$ cat src/rtl/iommu_regif_pkg.sv
package iommu_regif_pkg;

    localparam int DATA_W   = 64;
    localparam int HALF_W   = DATA_W / 2;
    localparam int NUM_REGS = 2;                 // slot 0 control, slot 1 base
    localparam int IDX_W    = (NUM_REGS > 1) ? $clog2(NUM_REGS) : 1;
    localparam int SLOT_SHIFT = 3;               // 8-byte register slots
    localparam int LANE_BIT   = 2;               // selects low half in slot

    typedef enum logic [1:0] {
        HALF_FULL = 2'd0,
        HALF_UP   = 2'd1,
        HALF_LO   = 2'd2
    } half_e;

    typedef struct packed {
        logic             hit;    // addresses a live register
        logic             flush;  // addresses the flush slot
        logic [IDX_W-1:0] idx;
        half_e            half;
    } sel_t;

endpackage

$ cat src/rtl/iommu_regif_decode.sv
module iommu_regif_decode
    import iommu_regif_pkg::*;
#(
    parameter int ADDR_W = 8
) (
    input  logic [ADDR_W-1:0] addr,
    input  logic              size64,
    output sel_t              sel
);

    localparam int SLOT_W = ADDR_W - SLOT_SHIFT;

    logic [SLOT_W-1:0] slot;
    logic              aligned;

    always_comb begin
        slot    = addr[ADDR_W-1:SLOT_SHIFT];
        aligned = (addr[1:0] == 2'b00);

        sel       = '0;
        sel.half  = HALF_FULL;

        if (aligned) begin
            if (slot < SLOT_W'(NUM_REGS)) begin
                sel.hit = 1'b1;
                sel.idx = IDX_W'(slot);
            end else if (slot == SLOT_W'(NUM_REGS)) begin
                sel.flush = 1'b1;
            end
        end

        // lane 1 always reaches the low half; lane 0 reaches the whole
        // register for 64-bit accesses and the upper half otherwise
        if (addr[LANE_BIT]) begin
            sel.half = HALF_LO;
        end else if (size64) begin
            sel.half = HALF_FULL;
        end else begin
            sel.half = HALF_UP;
        end
    end

endmodule

$ cat src/rtl/iommu_regif_reg.sv
module iommu_regif_reg
    import iommu_regif_pkg::*;
(
    input  logic              clk,
    input  logic              rst_n,
    input  logic              we,
    input  half_e             half,
    input  logic [DATA_W-1:0] wdata,
    output logic [DATA_W-1:0] q
);

    typedef struct packed {
        logic [DATA_W-1:0] val;
    } st_t;

    st_t st_d, st_q;

    always_comb begin
        st_d = st_q;
        if (we) begin
            unique case (half)
                HALF_FULL: st_d.val = wdata;
                HALF_UP:   st_d.val[DATA_W-1:HALF_W] = wdata[HALF_W-1:0];
                HALF_LO:   st_d.val[HALF_W-1:0]      = wdata[HALF_W-1:0];
                default:   st_d.val = st_q.val;
            endcase
        end
    end

    always_ff @(posedge clk) begin
        if (!rst_n) begin
            st_q <= '0;
        end else begin
            st_q <= st_d;
        end
    end

    assign q = st_q.val;


    upper_merge_keeps_low_chk: assert property (@(posedge clk) disable iff (!rst_n)
        (we && half == HALF_UP) |=> (q[HALF_W-1:0] == $past(q[HALF_W-1:0])) &&
                                   (q[DATA_W-1:HALF_W] == $past(wdata[HALF_W-1:0])));


    lower_merge_keeps_up_chk: assert property (@(posedge clk) disable iff (!rst_n)
        (we && half == HALF_LO) |=> (q[DATA_W-1:HALF_W] == $past(q[DATA_W-1:HALF_W])) &&
                                   (q[HALF_W-1:0] == $past(wdata[HALF_W-1:0])));


    full_write_loads_all_chk: assert property (@(posedge clk) disable iff (!rst_n)
        (we && half == HALF_FULL) |=> (q == $past(wdata)));


    idle_reg_holds_chk: assert property (@(posedge clk) disable iff (!rst_n)
        !we |=> $stable(q));

endmodule

$ cat src/rtl/iommu_regif_rdmux.sv
module iommu_regif_rdmux
    import iommu_regif_pkg::*;
(
    input  logic                           clk,
    input  logic                           rst_n,
    input  logic                           rd_en,
    input  sel_t                           sel,
    input  logic [NUM_REGS-1:0][DATA_W-1:0] regs,
    output logic [DATA_W-1:0]              rdata
);

    typedef struct packed {
        logic [DATA_W-1:0] rdata;
    } st_t;

    st_t               st_d, st_q;
    logic [DATA_W-1:0] pick;
    logic [DATA_W-1:0] shaped;

    always_comb begin
        pick   = regs[sel.idx];
        shaped = '0;
        if (sel.hit) begin
            unique case (sel.half)
                HALF_FULL: shaped = pick;
                HALF_UP:   shaped = {{HALF_W{1'b0}}, pick[DATA_W-1:HALF_W]};
                HALF_LO:   shaped = {{HALF_W{1'b0}}, pick[HALF_W-1:0]};
                default:   shaped = '0;
            endcase
        end

        st_d = st_q;
        if (rd_en) begin
            st_d.rdata = shaped;
        end
    end

    always_ff @(posedge clk) begin
        if (!rst_n) begin
            st_q <= '0;
        end else begin
            st_q <= st_d;
        end
    end

    assign rdata = st_q.rdata;


    rdata_hold_chk: assert property (@(posedge clk) disable iff (!rst_n)
        !rd_en |=> $stable(rdata));


    miss_reads_zero_chk: assert property (@(posedge clk) disable iff (!rst_n)
        (rd_en && !sel.hit) |=> (rdata == '0));


    half_read_upper_zero_chk: assert property (@(posedge clk) disable iff (!rst_n)
        (rd_en && sel.half != HALF_FULL) |=> (rdata[DATA_W-1:HALF_W] == '0));

endmodule

$ cat src/rtl/iommu_regif.sv
module iommu_regif
    import iommu_regif_pkg::*;
#(
    parameter int ADDR_W = 8
) (
    input  logic              clk,
    input  logic              rst_n,
    input  logic              wr_en,
    input  logic              rd_en,
    input  logic              size64,
    input  logic [ADDR_W-1:0] addr,
    input  logic [63:0]       wdata,
    output logic [63:0]       rdata,
    output logic [63:0]       ctrl_out,
    output logic [63:0]       base_out
);

    localparam int CTRL_IDX = 0;
    localparam int BASE_IDX = 1;

    sel_t                            sel;
    logic [NUM_REGS-1:0][DATA_W-1:0] regs;

    iommu_regif_decode #(.ADDR_W(ADDR_W)) decode_i (
        .addr   (addr),
        .size64 (size64),
        .sel    (sel)
    );

    for (genvar gi = 0; gi < NUM_REGS; gi++) begin : g_reg
        logic we_i;
        assign we_i = wr_en && sel.hit && (sel.idx == IDX_W'(gi));

        iommu_regif_reg reg_i (
            .clk   (clk),
            .rst_n (rst_n),
            .we    (we_i),
            .half  (sel.half),
            .wdata (wdata),
            .q     (regs[gi])
        );
    end

    iommu_regif_rdmux rdmux_i (
        .clk   (clk),
        .rst_n (rst_n),
        .rd_en (rd_en),
        .sel   (sel),
        .regs  (regs),
        .rdata (rdata)
    );

    assign ctrl_out = regs[CTRL_IDX];
    assign base_out = regs[BASE_IDX];


    miss_write_ignored_chk: assert property (@(posedge clk) disable iff (!rst_n)
        (wr_en && !sel.hit) |=> ($stable(ctrl_out) && $stable(base_out)));


    reset_clears_chk: assert property (@(posedge clk)
        !rst_n |=> (ctrl_out == '0 && base_out == '0 && rdata == '0));


    read_sees_old_chk: assert property (@(posedge clk) disable iff (!rst_n)
        (rd_en && wr_en && sel.hit && sel.half == HALF_FULL && sel.idx == IDX_W'(CTRL_IDX))
            |=> (rdata == $past(ctrl_out)));

endmodule

$ cat config.mk
export PLATFORM = sky130hd
export DESIGN_NAME = iommu_regif
export DESIGN_NICKNAME = d
export VERILOG_FILES = /design/src/rtl/iommu_regif_pkg.sv /design/src/rtl/iommu_regif_decode.sv /design/src/rtl/iommu_regif_reg.sv /design/src/rtl/iommu_regif_rdmux.sv /design/src/rtl/iommu_regif.sv
export SDC_FILE = /design/constraint.sdc
export NUM_CORES = 1
export LEC_CHECK = 0
export CORE_UTILIZATION = 40
export CTS_BUF_LIST = sky130_fd_sc_hd__clkbuf_2 sky130_fd_sc_hd__clkbuf_4 sky130_fd_sc_hd__clkbuf_8
export DETAILED_ROUTE_END_ITERATION = 16
export HOLD_SLACK_MARGIN = 0.06
export PLACE_DENSITY = 0.71
export SYNTH_ARGS = -nofsm -noshare
export SYNTH_HDL_FRONTEND = slang
export SYNTH_SLANG_ARGS = --single-unit
$ cat constraint.sdc
create_clock -name clk -period 3.3 [get_ports clk]
set_clock_uncertainty 0.2 [all_clocks]
set_input_delay 0.66 -clock clk [delete_from_list [all_inputs] [get_ports clk]]
set_output_delay 0.66 -clock clk [all_outputs]
set_load 0.02 [all_outputs]
# == Word level (Yosys, flattened, before mapping) ==
# Cells that the tools add are included.
# Widths: inputs -> output; s select.
# totals
reg_bits,192
latch_bits,0
mem_bits_rw,0
rom_bits,0
out_inout_bits,192
n_memories,0
# op_classes
add_sub_neg,0
multipliers,0
div_mod_pow,0
n_lt_le_gt_ge,2
n_eq_ne,3
shift,0
mux,12
bitwise_logic,1
reduce_logical,11
# op_table
op,n
$mux 64,3
$pmux 64 s3,1
$pmux 32 s2,1
$reduce_and 2->1,4
$eq 5x2->1 const B,1
$lt 5x2->1 const B,1
$mux 1,5
$logic_not 2->1,2
$logic_and 1x1->1,3
$mux 3,1
$eq 2x1->1 const B,1
$eq 2x2->1 const B,1
$lt 1x2->1 const B,1
$mux 2,1
$reduce_bool 2->1,1
$reduce_or 2->1,1
$not 1->1,1

# == Longest topological paths before layout ==
# Gate-level depths: netlist of run 1.
# depth
word_depth,8
depth_mapped,7
mapped_depth_nobuf,4

# == Modules after synthesis ==
# From an unflattened synthesis of run 1, not the netlist that was laid out.
# unflattened
cells_unflattened,920
hier_area_um2,8569.5
# by_module_without_submodules
mod,n_inst,cells_per_inst,area_each_um2,seq_area_each_um2
iommu_regif_reg,2,284,2598.7,1281.2
iommu_regif_rdmux,1,342,3301.9,1281.2
iommu_regif_decode,1,8,53.8,0.0
iommu_regif,1,2,16.3,0.0

# == Least setup slack after synthesis of run 1 ==
# No wires, ideal clock.
# synth_timing
path_kind,input to register
from,input addr[7]
to,"register g_reg[1].reg_i.st_q, in the netlist g_reg[1].reg_i.q[23]"
setup_time_ns,0.115
arrival_time_ns,2.264
path_slack_ns,0.721
path_stages,7
n_path_buf,3
cell_sequence,or4_1 > buf_2 > or4_1 > buf_4 > buf_6 > nand3_2 > o21ai_2
# synth_between
elab_chain_cells,6
elab_cells_between_ends,7
classes_between,1 x order compare; 3 x mux; 3 x reduce/logical
# synth_lines
item,line_no,rtl
from (decl),iommu_regif.sv:11,"input logic [ADDR_W-1:0] addr,"
$lt 5x2->1 *,iommu_regif_decode.sv:24,if (slot < SLOT_W'(NUM_REGS)) begin
$mux 1,iommu_regif_decode.sv:24,
$mux 3 *,iommu_regif_decode.sv:23,if (aligned) begin
$logic_and 1x1->1,iommu_regif.sv:32,assign we_i = wr_en && sel.hit && (sel.idx == IDX_W'(gi));
$logic_and 1x1->1 *,iommu_regif.sv:32,
$reduce_and 2->1 (no source line) *,-,
to (signal assigned),iommu_regif_reg.sv:34,st_q <= st_d;
to (decl),iommu_regif_reg.sv:16,"st_t st_d, st_q;"
# Every way passes the cells marked *; elsewhere a longest branch is shown, timed or not.
# A chain may end at the register's enable or synchronous reset.

# == Final worst setup path of run 1 ==
# layout_timing
from,input addr[7]
to,"register rdmux_i.st_q, in the netlist rdmux_i.rdata[8]"
# layout_between
elab_chain_cells,7
elab_cells_between_ends,8
classes_between,1 x order compare; 7 x mux
# layout_lines
item,line_no,rtl
$lt 5x2->1 *,iommu_regif_decode.sv:24,
$mux 1,iommu_regif_decode.sv:24,
$mux 3 *,iommu_regif_decode.sv:23,
$mux 64 (implied by the code) (2 in a row),iommu_regif_rdmux.sv:21,pick = regs[sel.idx];
$pmux 64 s3,iommu_regif_rdmux.sv:24,unique case (sel.half)
$mux 64 *,iommu_regif_rdmux.sv:23,if (sel.hit) begin
to (signal assigned),iommu_regif_rdmux.sv:42,st_q <= st_d;
to (decl),iommu_regif_rdmux.sv:16,"st_t st_d, st_q;"
# Every way passes the cells marked *; elsewhere a longest branch is shown, timed or not. The select of a mux whose other input is x is not followed.

==> metrics.txt, run 1 <==
num rows 52; slew margin rel. 60.2%; HPWL Detailed 22.6 mm; final setup fails 0; Final Slew Violations 0; Worst EP arrival 2.96 ns; Worst-Margin Slew 0.597 ns; post-layout util 57.9%; H-Tree Depth 4; routed vias 8151; remaining global-route overflow 0; Final Hold Vio Count 0; Final period util 83.2%; Seq cells post-synth 192; Crit Path Category in -> reg; Vias per Instance 5.60; Cell Area, Synth 8510 sq um; postcts setup bufs 0; Resize count post-CTS 0; worst min path class reg -> reg; core area 20600 sq um; Antenna Nets Post-Route 0; RSZ-0062 raised after global routing no; 1st-iter DRT viols 498; Max Cap Violations 0; TritonCTS Buffers 17; GP Congestion 0.865; commonest non-fill, non-tap cell in the layout clkdlybuf4s50_1; Avg WL per Cell 21.3 um; register area 3840 sq um; Gate Count Post-Synth 946; DR pass1 iterations 5; syn_nets 1023; antenna violations before repair 0; nets 1249; Max Clk Rate 364 MHz; hold depth 2; die width 148 um; post-synthesis sequential area ratio 45.2%; Synth cell types 35; Req. time, crit path 3.51 ns; CP Launch Type primary input; first-pass GRT wire length 45.8 mm; Worst-path clk slew 0.10 ns; LEAKAGE 4.07 nW; Worst setup EP type register; Multi-input gate area 4190 sq um; worst reg-to-reg path cell count 4; peak supply drop 0.000227 V; # hold bufs at CTS 0; clock buffer depth 2; Ports 269; Setup TNS 0 ns; Total Wirelength 30.9 mm; Total GRT Usage 28.0%; Initial Utilization 41.4%; Area growth syn-to-layout 39.9%; Port Buf Inserts 268; Diodes inserted 0; fill count 1886; post-layout minimum cycle time 2.75 ns; height of the chip 148 um; status complete, no violations; clock sink count 192; vias in the first global route 7649; clock root buffer master clkbuf_8; full die area 21900 sq um; synth warn 0; CTS tree done; largest net degree at the start of global routing 73; Power Dens Cells 369 nW/um^2; Skew-Pair Late Insertion Delay 0.47 ns; ratio of cells with drive above 1 in the final layout 11.7%; most frequent cells in the layout clkdlybuf4s50_1, dfxtp_1, o21ai_0; DRC 0; Crit Path Max Fanout 18; syn avg cell area 8.99 sq um
==> layer usage <==
layer  part of all wire [%]  GRT usage [%]  vias up
met2                     50           49.3      370
met3                    9.3           8.46       38
met5                      0              0        -
met4                    2.6           9.38        0
met1                     39           32.2     3896
li1                       -              -     3847
==> power breakdown <==
group	switching, mW	internal, mW	leakage [nW]	total, mW
Sequential	0.00355	2.32	1.55	2.32
Clock	0.876	0.817	0.217	1.69
Combinational	0.219	0.160	2.31	0.379
Total	1.10	3.30	4.07	4.39
==> Yosys cell counts <==
cell,count,area (sq um)
a211o_1,32,280
a21boi_0,21,158
a21oi_1,32,160
a221oi_1,11,96.3
a22o_1,21,184
a22oi_1,11,82.6
buf_1,7,26.3
buf_2,11,55.1
buf_4,1,7.51
buf_6,9,101
clkbuf_1,64,240
dfxtp_1,192,3840
inv_1,21,78.8
mux2i_1,43,430
nand2_1,88,330
nand3_1,37,185
nand3_2,28,280
nand3b_1,1,7.51
nand4_1,1,6.26
nand4b_1,1,8.76
nor2_1,67,251
nor2_8,1,20.0
nor2b_1,34,213
nor3_1,1,5.00
nor4_1,1,6.26
nor4b_2,1,15.0
o211ai_1,21,158
o21ai_0,117,586
o21ai_2,32,280
o221a_1,30,338
o221a_2,2,22.5
or2_2,2,12.5
or3_1,2,12.5
or3b_2,1,8.76
or4_1,2,15.0
==> final cells by class <==
cell class	instances	area share, %
Sequential cell	192	32.3
Clock inverter	11	1.30
Timing Repair Buffer	299	25.3
Inverter	21	0.663
Multi-Input combinational cell	641	35.2
Tap cell	270	2.84
Clock buffer	21	2.32
==> final timing paths <==
check                                                        from                        endpoint  slack [ns]
worst max register to register  g_reg[1].reg_i.q[57]$_SDFFE_PN0P_  rdmux_i.rdata[25]$_SDFFE_PN0P_        1.98
worst min register to register     rdmux_i.rdata[46]$_SDFFE_PN0P_  rdmux_i.rdata[46]$_SDFFE_PN0P_        0.26
worst max-delay path                                      addr[7]   rdmux_i.rdata[8]$_SDFFE_PN0P_        0.55
worst min-delay path               rdmux_i.rdata[46]$_SDFFE_PN0P_  rdmux_i.rdata[46]$_SDFFE_PN0P_        0.26
==> worst max-delay path: stages <==
cell	delay, ns
clkdlybuf4s50_1	0.46
or4_1	0.67
buf_4	0.27
or3_1	0.40
buf_4	0.20
a21oi_1	0.14
a22o_1	0.13
==> cell families (layout without fill, tap and decap cells) <==
kind of cell / Yosys count / in the layout / share of synthesized area [%]
AOI/OAI and AO/OA: 330 / 330 / 27.6
and+or+nand+nor: 268 / 268 / 16.2
DFF: 192 / 192 / 45.2
buffers and inverters: 113 / 352 / 5.99
muxes: 43 / 43 / 5.06
==> per-stage QoR <==
stage	setup WS, ns	hold WS [ns]	area (sq um)	total power, mW	cells
finish	0.554	0.264	11900	4.39	1455
global route	0.529	0.292	11900	4.53	1455
CTS	0.599	0.267	11900	4.42	1455
detailed placement	0.111	0.242	11500	2.75	1423
global placement	0.132	0.236	11500	2.75	1423
floorplan	0.721	0.338	8510	2.56	946
==> flip-flops by register name, summed over array words and instances, names as in the netlist <==
name / count
g.reg_i.q: 128
rdmux_i.rdata: 64
Note: power is estimated with default switching activity, not from simulation.
==> run 2, diff against run 1 <==
==> constraint.sdc (replaced) <==
create_clock -name clk -period 2.9 [get_ports clk]
set_clock_uncertainty 0.2 [all_clocks]
set_input_delay 0.58 -clock clk [delete_from_list [all_inputs] [get_ports clk]]
set_output_delay 0.58 -clock clk [all_outputs]
set_load 0.02 [all_outputs]
==> run 2 against run 1 <==
Worst hold slack worse by 0.00057 ns. Register-to-register slack worse by 0.41 ns. Critical path depth unchanged. First-iteration DRC count down 0.20%. Clock power up 5%. Sequential share of layout area down 0.15 points. Power up 10%. Clock-buffer cell count up 1.
==> metrics.txt, run 2 (synthesized netlist as in run 1, its figures left out) <==
slowest CP cell or4_1; Worst EP arrival 2.84 ns (-0.12 ns); Crit Path Max Fanout 7 (-11); Crit path largest cell delay 0.68 ns (about the same); 1st-iter DRT viols 497 (-0.20%); fill count 1890 (+0.21%); Crit Path Category in -> reg; crit-path most repeated cell buf_4; CP Launch Type primary input; # hold bufs at CTS 0 (unchanged); Initial Utilization 41.4% (unchanged); worst min path class reg -> reg; nets 1257 (+0.64%); Worst setup EP type register; Port Buf Inserts 268 (unchanged); clock sink count 192 (unchanged); Max Clk Rate 382 MHz; post-route cell area 11900 sq um (+0.45%); Worst-path clk slew 0.10 ns (about the same); H-Tree Depth 4 (unchanged); remaining global-route overflow 0 (unchanged); Total Wirelength 31.0 mm (+0.16%); Resize count post-CTS 0 (unchanged); Setup TNS 0 ns (unchanged); slew margin rel. 64.4% (+4.3 points); TritonCTS Buffers 17 (unchanged); Final period util 90.4%; clock root buffer master clkbuf_8; DR pass1 iterations 5 (unchanged); LEAKAGE 4.10 nW (+0.79%); Worst-Margin Slew 0.533 ns (-0.0642 ns); Total GRT Usage 28.3% (+0.29 points); most frequent cells in the layout clkdlybuf4s50_1, dfxtp_1, o21ai_0; commonest non-fill, non-tap cell in the layout clkdlybuf4s50_1; register area 3840 sq um (unchanged); GP Congestion 0.848 (-2.0%); first-pass GRT wire length 46.2 mm (+0.81%); Antenna Nets Post-Route 0 (unchanged); post-layout minimum cycle time 2.62 ns; num rows 52 (unchanged); Multi-input gate area 4190 sq um (unchanged); Area growth syn-to-layout 40.5%; height of the chip 148 um (unchanged); clock buffer depth 2 (unchanged); Max Cap Violations 0 (unchanged); Final Hold Vio Count 0 (unchanged); Placed Area 11600 sq um (+0.85%); Req. time, crit path 3.12 ns (-0.39 ns); core area 20600 sq um (unchanged); HPWL Detailed 22.6 mm (about the same); Final Slew Violations 0 (unchanged); worst-path cell chain clkdlybuf4s50_1 > or4_1 > buf_4 > or3_1 > buf_4 > a21oi_1 > a22o_1; Vias per Instance 5.58 (-0.47%); largest net degree at the start of global routing 89 (+22%); status complete, no violations; final setup fails 0 (unchanged); Power Dens Cells 406 nW/um^2 (+9.8%); ratio of cells with drive above 1 in the final layout 12.2% (+0.52 points); peak supply drop 0.000277 V (+22%); RSZ-0062 raised after global routing no; full die area 21900 sq um (unchanged); vias in the first global route 7801 (+2.0%); Ports 269 (unchanged); DRC 0 (unchanged); CTS tree done; routed vias 8157 (+0.074%); Buf/Inv on CP 3 (unchanged); postcts setup bufs 0 (unchanged); delay-heaviest family, CP simple AND/OR/NAND/NOR gates; die width 148 um (unchanged); Skew-Pair Late Insertion Delay 0.47 ns (about the same); max FFs per register 128 (unchanged); Avg WL per Cell 21.2 um (-0.39%); antenna violations before repair 0 (unchanged)
run 2: layer usage:
layer,wire length [um],vias up,track usage (%)
met5,0,-,0
met4,1030,0,11.6
met3,2680,53,8.55
met2,15000,339,48.3
met1,12300,3895,33.0
li1,-,3870,-
run 2: cell type report:
| class | count | share of cell area [%] |
|---|---|---|
| Antenna cell | 1 | 0.0209 |
| Clock buffer | 22 | 2.32 |
| Clock inverter | 9 | 0.901 |
| Inverter | 21 | 0.660 |
| Multi-Input combinational cell | 641 | 35.1 |
| Sequential cell | 192 | 32.2 |
| Tap cell | 270 | 2.83 |
| Timing Repair Buffer | 307 | 26.0 |
run 2: final timing paths:
check                               startpoint                        endpoint  slack, ns  cells after the start
max                                    addr[7]   rdmux_i.rdata[8]$_SDFFE_PN0P_       0.28                      7
min             rdmux_i.rdata[39]$_SDFFE_PN0P_  rdmux_i.rdata[39]$_SDFFE_PN0P_       0.26                      2
max reg2reg  g_reg[1].reg_i.q[42]$_SDFFE_PN0P_  rdmux_i.rdata[10]$_SDFFE_PN0P_       1.57                      4
min reg2reg     rdmux_i.rdata[39]$_SDFFE_PN0P_  rdmux_i.rdata[39]$_SDFFE_PN0P_       0.26                      2
run 2: worst min-delay path, delay by kind of cell, from the launching register on:
family | cells | cell delay, ns
AO/OA/AOI/OAI | 1 | 0.05
flip-flops | 1 | 0.34
AND/OR/NAND/NOR | 1 | 0.05
run 2: through the flow:
step                hold WS (ns)  utilization (%)  setup WS, ns  cells  total power, mW
detailed placement         0.244             56.2        -0.214   1431             3.13
finish                     0.263             58.1         0.279   1463             4.85
CTS                        0.266             58.1         0.280   1462             4.87
global placement           0.234             56.2        -0.170   1431             3.13
global route               0.290             58.1         0.168   1462             5.01
floorplan                  0.338                -         0.401    946             2.91
run 2: report_power, final:
group / internal (mW) / switching, mW / leakage (nW)
Sequential: 2.64 / 0.00408 / 1.55
Clock: 0.824 / 0.949 / 0.197
Combinational: 0.185 / 0.247 / 2.36
==> run 3, diff against run 2 <==
--- a/config.mk
+++ b/config.mk
@@ -9,6 +9,7 @@
 export CTS_BUF_LIST = sky130_fd_sc_hd__clkbuf_2 sky130_fd_sc_hd__clkbuf_4 sky130_fd_sc_hd__clkbuf_8
 export DETAILED_ROUTE_END_ITERATION = 16
 export HOLD_SLACK_MARGIN = 0.06
+export MAX_ROUTING_LAYER = met4
 export PLACE_DENSITY = 0.71
 export SYNTH_ARGS = -nofsm -noshare
 export SYNTH_HDL_FRONTEND = slang
==> run 3 against run 2 <==
Routed wire length grew 0.14%. Worst hold slack about the same. Power about the same. Combinational power is essentially flat. Cell count unchanged. Via count hardly changed. Core utilization is the same. Largest power group unchanged. Highest routed layer unchanged.
==> metrics.txt, run 3 (synthesized netlist as in run 1, its figures left out) <==
Worst-path clk slew 0.09 ns (about the same); die width 148 um (unchanged); post-layout minimum cycle time 2.67 ns (+0.0535 ns); DRC 0 (unchanged); vias in the first global route 7783 (-0.23%); H-Tree Depth 4 (unchanged); Avg WL per Cell 21.2 um (+0.14%); clock root buffer master clkbuf_8; Worst setup EP type register; FF-to-FF Start g_reg[1].reg_i.q[53]$_SDFFE_PN0P_; Worst-Margin Slew 0.547 ns (+0.0138 ns); Port Buf Inserts 268 (unchanged); most frequent cells in the layout clkdlybuf4s50_1, dfxtp_1, o21ai_0; Max Clk Rate 374 MHz (-2.0%); Req. time, crit path 3.12 ns (about the same); Antenna Nets Post-Route 0 (unchanged); LEAKAGE 4.10 nW (unchanged); core area 20600 sq um (unchanged); num rows 52 (unchanged); full die area 21900 sq um (unchanged); height of the chip 148 um (unchanged); Final period util 92.2% (+1.8 points); commonest non-fill, non-tap cell in the layout clkdlybuf4s50_1; worst min path class reg -> reg; Skew-Pair Late Insertion Delay 0.47 ns (about the same); RSZ-0062 raised after global routing no; 1st-iter DRT viols 509 (+2.4%); nets 1257 (unchanged); post-route cell area 11900 sq um (unchanged); remaining global-route overflow 0 (unchanged); HPWL Detailed 22.6 mm (unchanged); GP Congestion 0.862 (+1.6%); metal3 WL 2.80 mm (+4.7%); met1 wire length 12.3 mm (-0.31%); Vias per Instance 5.57 (about the same); Final Slew Violations 0 (unchanged); Worst EP arrival 2.89 ns (+0.05 ns); Area growth syn-to-layout 40.5% (unchanged); antenna violations before repair 0 (unchanged); Crit Path Category in -> reg; TritonCTS Buffers 17 (unchanged); Critical Path Source addr[7]; slew margin rel. 63.5% (-0.92 points); clock sink count 192 (unchanged); ratio of cells with drive above 1 in the final layout 12.2% (unchanged); Initial Utilization 41.4% (unchanged); Worst Min Path Start rdmux_i.rdata[49]$_SDFFE_PN0P_; Crit Path Max Fanout 7 (unchanged); Placed Area 11600 sq um (unchanged); final setup fails 0 (unchanged); max FFs per register 128 (unchanged); CTS tree done; Max Cap Violations 0 (unchanged); postcts setup bufs 0 (unchanged); Resize count post-CTS 0 (unchanged); Top Metal Used met4; Ports 269 (unchanged); Power Dens Cells 406 nW/um^2 (about the same); first-pass GRT wire length 46.2 mm (about the same); largest net degree at the start of global routing 89 (unchanged); Final Hold Vio Count 0 (unchanged); routed vias 8153 (-0.049%); clock buffer depth 2 (unchanged); DP Worst Slack -0.214 ns (unchanged); status complete, no violations; CP Launch Type primary input; DR pass1 iterations 5 (unchanged); # hold bufs at CTS 0 (unchanged); Total GRT Usage 29.3% (+0.93 points); Setup WS post-layout 0.225 ns (-0.0535 ns); peak supply drop 0.000278 V (+0.55%); WL met2 14.9 mm (-0.37%); Total Wirelength 31.0 mm (+0.14%)
==> run 3: cell counts in the layout (fill, tap and decap cells not counted) <==
No cell type changed its count.
==> run 3: path summary, 6_finish.rpt <==
path	endpoint	slack [ns]	cells after the start
setup / recovery	rdmux_i.rdata[8]$_SDFFE_PN0P_	0.23	7
hold / removal	rdmux_i.rdata[49]$_SDFFE_PN0P_	0.26	2
setup reg to reg	rdmux_i.rdata[21]$_SDFFE_PN0P_	1.57	4
hold reg to reg	rdmux_i.rdata[49]$_SDFFE_PN0P_	0.26	2
==> run 3: cell type report <==
type | instances | area (sq um)
Antenna cell | 1 | 2.50
Clock buffer | 22 | 278
Clock inverter | 9 | 108
Fill cell | 1890 | 8610
Inverter | 21 | 78.8
Multi-Input combinational cell | 641 | 4190
Sequential cell | 192 | 3840
Tap cell | 270 | 338
Timing Repair Buffer | 307 | 3110
==> run 3: report_power, final <==
part | leakage, nW | switching (mW) | total, mW | internal, mW
Clock | 0.197 | 0.952 | 1.78 | 0.824
Combinational | 2.36 | 0.247 | 0.431 | 0.185
Sequential | 1.55 | 0.00408 | 2.64 | 2.64
Total | 4.10 | 1.20 | 4.85 | 3.65
==> run 3: routing by layer <==
layer / up-vias / track usage, %
met5: - / -
met1: 3862 / 33.4
met2: 370 / 48.2
met4: 0 / 11.6
li1: 3867 / -
met3: 54 / 8.46
==> run 3: worst max-delay path, stage by stage <==
cell             delay, ns
clkdlybuf4s50_1       0.48
or4_1                 0.70
buf_4                 0.24
or3_1                 0.43
buf_4                 0.19
a21oi_1               0.14
a22o_1                0.14
==> run 3: stage by stage <==
step / power [mW] / utilization (%) / setup TNS [ns] / hold WS [ns] / instances
after floorplan: 2.91 / - / 0 / 0.338 / 946
after global placement: 3.13 / 56.2 / -16.50 / 0.234 / 1431
after detailed placement: 3.13 / 56.2 / -19.52 / 0.244 / 1431
after CTS: 4.87 / 58.1 / 0 / 0.266 / 1462
after global routing: 5.01 / 58.1 / 0 / 0.290 / 1462
final: 4.85 / 58.1 / 0 / 0.263 / 1463
